--- src/rtl/oscmon_pkg.sv ---
package oscmon_pkg;

    typedef enum logic {
        PIN_GPO = 1'b0,
        PIN_IRQ = 1'b1
    } pin_mode_e;

    typedef struct packed {
        logic fail_ie;
        logic out_lvl;
    } ctl_s;

    typedef struct packed {
        logic fail;
        logic alarm;
        logic wdog;
    } req_s;

    localparam int CTL_W = 2;
    localparam ctl_s CTL_RESET = '{fail_ie: 1'b0, out_lvl: 1'b1};

    function automatic ctl_s ctl_unpack(input logic [CTL_W-1:0] bits);
        ctl_s c;
        c.fail_ie = bits[1];
        c.out_lvl = bits[0];
        return c;
    endfunction

    function automatic logic req_any(input req_s r);
        return r.fail | r.alarm | r.wdog;
    endfunction

endpackage

--- src/rtl/oscmon_settle.sv ---
module oscmon_settle #(
    parameter int SETTLE_TICKS = 2
) (
    input  logic clk,
    input  logic rst,
    input  logic halt_any,
    input  logic sec_tick,
    output logic settled
);
    localparam int CW = $clog2(SETTLE_TICKS + 1);
    localparam logic [CW-1:0] CMAX = CW'(SETTLE_TICKS);

    logic [CW-1:0] cnt_q;

    always_ff @(posedge clk) begin
        if (rst) begin
            cnt_q <= '0;
        end else if (halt_any) begin
            cnt_q <= '0;
        end else if (sec_tick && (cnt_q != CMAX)) begin
            cnt_q <= cnt_q + 1'b1;
        end
    end

    assign settled = (cnt_q == CMAX);

    // a halt or stop throws away any running proof
    a_r4_restart_clears: assert property (@(posedge clk) disable iff (rst)
        halt_any |=> !settled);

endmodule

--- src/rtl/oscmon_flag.sv ---
module oscmon_flag (
    input  logic clk,
    input  logic rst,
    input  logic halt_any,
    input  logic wr_en,
    input  logic wr_val,
    input  logic settled,
    output logic flag
);
    logic flag_q;

    always_ff @(posedge clk) begin
        if (rst) begin
            flag_q <= 1'b1;
        end else if (halt_any) begin
            flag_q <= 1'b1;
        end else if (wr_en && wr_val) begin
            flag_q <= 1'b1;
        end else if (wr_en && settled) begin
            flag_q <= 1'b0;
        end
    end

    assign flag = flag_q;

    a_r2_set_on_halt: assert property (@(posedge clk) disable iff (rst)
        halt_any |=> flag_q);

    a_r3_hold_without_write: assert property (@(posedge clk) disable iff (rst)
        (flag_q && !wr_en) |=> flag_q);

    a_r4_no_early_clear: assert property (@(posedge clk) disable iff (rst)
        (flag_q && wr_en && !settled) |=> flag_q);

endmodule

--- src/rtl/oscmon_pin.sv ---
module oscmon_pin
    import oscmon_pkg::*;
(
    input  logic clk,
    input  logic rst,
    input  ctl_s ctl,
    input  logic fail_flag,
    input  logic alarm_ie,
    input  logic alarm_flag,
    input  logic wdog_en,
    input  logic wdog_irq,
    output logic pin_pull_n
);
    pin_mode_e mode;
    req_s      req;

    always_comb begin
        mode = (ctl.fail_ie || alarm_ie || wdog_en) ? PIN_IRQ : PIN_GPO;
        req.fail  = ctl.fail_ie & fail_flag;
        req.alarm = alarm_ie & alarm_flag;
        req.wdog  = wdog_en & wdog_irq;
        if (mode == PIN_IRQ) begin
            pin_pull_n = ~req_any(req);
        end else begin
            pin_pull_n = ctl.out_lvl;
        end
    end

    // an enabled fail flag pulls the pin low
    a_r7_fail_pulls: assert property (@(posedge clk) disable iff (rst)
        (ctl.fail_ie && fail_flag) |-> !pin_pull_n);

    // with every source disabled, the pin mirrors the output bit
    a_r9_follow_out: assert property (@(posedge clk) disable iff (rst)
        (!ctl.fail_ie && !alarm_ie && !wdog_en) |-> (pin_pull_n == ctl.out_lvl));

endmodule

--- src/rtl/osc_irq_monitor.sv ---
module osc_irq_monitor
    import oscmon_pkg::*;
#(
    parameter int SETTLE_TICKS = 2
) (
    input  logic       clk,
    input  logic       rst,
    input  logic       osc_halted,
    input  logic       stop_bit,
    input  logic       sec_tick,
    input  logic       flag_wr,
    input  logic       flag_wdata,
    input  logic       ctl_wr,
    input  logic [1:0] ctl_wdata,
    input  logic       alarm_ie,
    input  logic       alarm_flag,
    input  logic       wdog_en,
    input  logic       wdog_irq,
    output logic       osc_fail,
    output logic       pin_pull_n
);
    logic halt_any;
    logic settled;
    ctl_s ctl_q;

    assign halt_any = osc_halted | stop_bit;

    always_ff @(posedge clk) begin
        if (rst) begin
            ctl_q <= CTL_RESET;
        end else if (ctl_wr) begin
            ctl_q <= ctl_unpack(ctl_wdata);
        end
    end

    oscmon_settle #(.SETTLE_TICKS(SETTLE_TICKS)) u_settle (
        .clk      (clk),
        .rst      (rst),
        .halt_any (halt_any),
        .sec_tick (sec_tick),
        .settled  (settled)
    );

    oscmon_flag u_flag (
        .clk      (clk),
        .rst      (rst),
        .halt_any (halt_any),
        .wr_en    (flag_wr),
        .wr_val   (flag_wdata),
        .settled  (settled),
        .flag     (osc_fail)
    );

    oscmon_pin u_pin (
        .clk        (clk),
        .rst        (rst),
        .ctl        (ctl_q),
        .fail_flag  (osc_fail),
        .alarm_ie   (alarm_ie),
        .alarm_flag (alarm_flag),
        .wdog_en    (wdog_en),
        .wdog_irq   (wdog_irq),
        .pin_pull_n (pin_pull_n)
    );

    // a control write lands at the next edge
    a_r10_ctl_load: assert property (@(posedge clk) disable iff (rst)
        ctl_wr |=> (ctl_q == ctl_unpack($past(ctl_wdata))));

    // set beats a simultaneous clear
    a_r5_set_wins: assert property (@(posedge clk) disable iff (rst)
        (halt_any && flag_wr && !flag_wdata) |=> osc_fail);

endmodule

--- config.mk ---
export PLATFORM = sky130hd
export DESIGN_NAME = osc_irq_monitor
export DESIGN_NICKNAME = d
export VERILOG_FILES = /design/src/rtl/oscmon_pkg.sv /design/src/rtl/oscmon_settle.sv /design/src/rtl/oscmon_flag.sv /design/src/rtl/oscmon_pin.sv /design/src/rtl/osc_irq_monitor.sv
export SDC_FILE = /design/constraint.sdc
export NUM_CORES = 1
export LEC_CHECK = 0
export ABC_AREA = 1
export BUFFER_PORTS_ARGS = -buffer_cell sky130_fd_sc_hd__buf_2
export CAP_MARGIN = 20
export CORE_AREA = 2 2 39 41
export DETAILED_ROUTE_END_ITERATION = 8
export DIE_AREA = 0 0 41 43
export PLACE_DENSITY = 0.5
export SLEW_MARGIN = 20
export SYNTH_ARGS = -nofsm -noshare
export SYNTH_HDL_FRONTEND = slang
export SYNTH_SLANG_ARGS = --single-unit
--- constraint.sdc ---
create_clock -name clk -period 1 [get_ports clk]
set_clock_uncertainty 0.05 [all_clocks]
set_input_delay 0.15 -clock clk [delete_from_list [all_inputs] [get_ports clk]]
set_output_delay 0.15 -clock clk [all_outputs]
set_load 0.02 [all_outputs]
==> results.py <==
metrics = {
    "status": {
        "status": "complete, but fails checks",
        "violations": "negative setup slack",
    },
    "cells_and_area": {
        "final_nets": 76,
        "seq_area_sq_um": 104,
        "drive_gt1_frac": 0.483,
        "area_growth_pct": 64.5,
        "fillCellCount": 149,
        "diodes": 0,
        "fin_area_sq_um": 418,
        "multi_input_area_sq_um": 158,
    },
    "grt": {
        "grt_overflow": 0,
        "antenna_found_initial": 0,
        "grt_pass1_wl_microns": 676,
        "track_usage": 0.0603,
        "grt_max_degree": 5,
        "grt_pass1_vias": 193,
    },
    "yosys": {
        "synth_top_family_by_area": "simple AND/OR/NAND/NOR gates",
        "yosys-top-cells-area": "dfxtp_1 (39%), nand2_1 (19%), nor2_1 (12%)",
        "yosys_warnings": 0,
        "synthAdderAreaFrac": 0.0493,
        "synth_flop_cell": "dfxtp_1",
        "ys_seq_elements": 5,
        "yosysUniqueCellTypes": 11,
        "postSynthCellCount": 40,
        "syn-num-nets": 55,
        "yosys.area.top_type": "dfxtp_1",
        "async_reset_ff_frac": 0,
        "avgSynthCellArea_sq_um": 6.35,
        "synth-compound-area-share": 0.0197,
        "ys_top_cells_by_count": "nand2_1 (13), nor2_1 (8), dfxtp_1 (5), inv_1 (4), nand3_1 (4)",
        "synth_edf_count": 0,
        "syn_area_sq_um": 254,
        "synth_mux_area_frac": 0,
        "ys_seq_area_frac": 0.394,
        "synth_xor_area_frac": 0,
        "yosys.area_share.simple": 0.463,
        "synth_top_area_share": 0.394,
        "post-synth-top-count-cell": "nand2_1",
    },
    "clocking": {
        "cts_buffers": 3,
        "path_clk_slew_ps": 40,
        "tritoncts": "done",
        "cts-root-buf": "clkbuf_4",
        "h-tree-depth": 1,
        "clk_latency_ps": 230,
        "clk_path_buf_depth": 2,
        "clkSinkCount": 5,
        "hold_buffers": 0,
    },
    "detailed_routing": {
        "post_drt_wl_per_cell_microns": 7.64,
        "num_vias": 293,
        "firstDrtPassIters": 4,
        "remaining_drc_errors": 0,
        "drtAntennaViolNets": 0,
        "routed_wl_microns": 581,
        "drt_iter0_markers": 7,
        "vias_per_cell": 3.86,
    },
    "timing": {
        "slew_violations": 0,
        "fin_crit_sh": 1.14,
        "fmax_mhz": 874,
        "fin_crit_ps": 1140,
        "hold_violations": 0,
        "fin_ws_ps": -144,
        "worstMarginPinSlew_ps": 146,
        "relSlewSlack": 0.902,
        "holdWs_ps": 74.2,
        "finalSetupTns_ps": -144,
        "setup_viol": 1,
        "rsz0062_at_grt": "true",
    },
    "setup_path": {
        "required_ps": 800,
        "worstPathMaxFanout": 3,
        "cp_slowest_stage_delay_ps": 330,
        "crit_path_start_kind": "register",
        "arrival_ps": 940,
        "r2r_setup_slack_ps": 40,
        "endpoint_kind": "output port",
        "cp_slowest_cell": "dfxtp_2",
        "critical_path_class": "reg2out",
        "crit_path_cell_trace": "nor2_1, and2_1, nor2_2, buf_6",
    },
    "flow_run": {
        "cap_violations": 0,
    },
    "floorplan": {
        "initial_core_util": 0.184,
        "core_sq_mm": 0.00138,
        "dieArea_sq_mm": 0.00176,
        "rows": 14,
        "die_h_microns": 43,
        "io_pins": 16,
        "die_w_microns": 41,
    },
    "power": {
        "internal_power_uw": 408,
        "p_per_area_mw_per_mm2": 1270,
        "clockPowerShare": 0.423,
        "combPwrFrac": 0.173,
        "p_switching_uw": 122,
        "p_leak_uw": 0.000216,
        "power_frac_seq": 0.405,
        "ir_drop_v": 0.000497,
        "p_sw_frac": 0.231,
    },
    "place": {
        "place_congestion": 0.642,
        "place_area_sq_um": 352,
        "pre_cts_slack_ps": 12.5,
        "io_buffers": 15,
    },
    "worst_hold_path": {
        "hp-class": "in2reg",
    },
}
==> power groups by stage <==
stage | Combinational [uW] | Clock (uW) | Sequential (uW)
after floorplan | 41.4 | 0 | 215
after global placement | 78.1 | 0 | 216
after detailed placement | 78.1 | 0 | 216
after CTS | 84.2 | 234 | 213
after global routing | 103 | 247 | 215
final | 91.5 | 224 | 215
==> through the flow <==
step / util / total power, uW / cells
finish: 0.302 / 530 / 76
global route: 0.302 / 565 / 76
CTS: 0.278 / 532 / 75
detailed placement: 0.254 / 294 / 71
global placement: 0.254 / 294 / 71
floorplan: - / 256 / 40
==> final cells by class <==
type	instances	share of cell area
Timing Repair Buffer	16	0.213
Sequential cell	5	0.249
Tap cell	16	0.0479
Multi-Input combinational cell	30	0.377
Inverter	5	0.0509
Clock buffer	4	0.0629
==> layer usage <==
layer	up-vias	GRT usage	share of wire
li1	165	-	-
met1	115	0.0871	0.48
met2	13	0.0563	0.40
met3	0	0.0314	0.11
met4	0	0.0600	0
met5	-	0	0
==> cells in the final DEF, fill, tap and decap left out, types with 2 or more instances in the layout <==
| cell type | count |
|---|---|
| dfxtp_1 | 2 |
| nand2_1 | 12 |
| nand3_1 | 3 |
| nor2_1 | 7 |
| buf_2 | 14 |
| dfxtp_2 | 3 |
| nand2_2 | 2 |
| inv_1 | 3 |
| clkbuf_4 | 3 |
==> worst max-delay path, delay by kind of cell, from the launching register on <==
kind	cells	cell delay [ps]
buffers and inverters	1	120
DFF	1	330
and+or+nand+nor	3	260
==> worst paths after layout <==
| path | from | cells after the start | to |
|---|---|---|---|
| hold / removal | ctl_wdata[0] | 3 | ctl_q[0] |
| setup / recovery | ctl_q[1] | 4 | pin_pull_n |
| hold reg to reg | ctl_q[0] | 2 | ctl_q[0] |
| setup reg to reg | u_settle.cnt_q[0] | 7 | u_settle.cnt_q[0] |
==> registers in the layout, summed over array words and instances, names as in the netlist <==
name and flops:
ctl_q 2, u_flag.flag 1, u_settle.cnt_q 2
==> what timing repair did <==
action                     in CTS  in global routing
setup endpoints to repair       1                  3
setup buffers                   0                  1
pin swaps                       0                  2
gates cloned                    0                  0
gates resized for setup         3                  8
==> cells by family (layout without fill, tap and decap cells) <==
logic type	Yosys count	count (layout)
simple gates	28	28
flops	5	5
buf+inv	5	25
fa+ha+maj	1	1
compound gates	1	1
No activity file was read; power rests on OpenSTA's default activity.
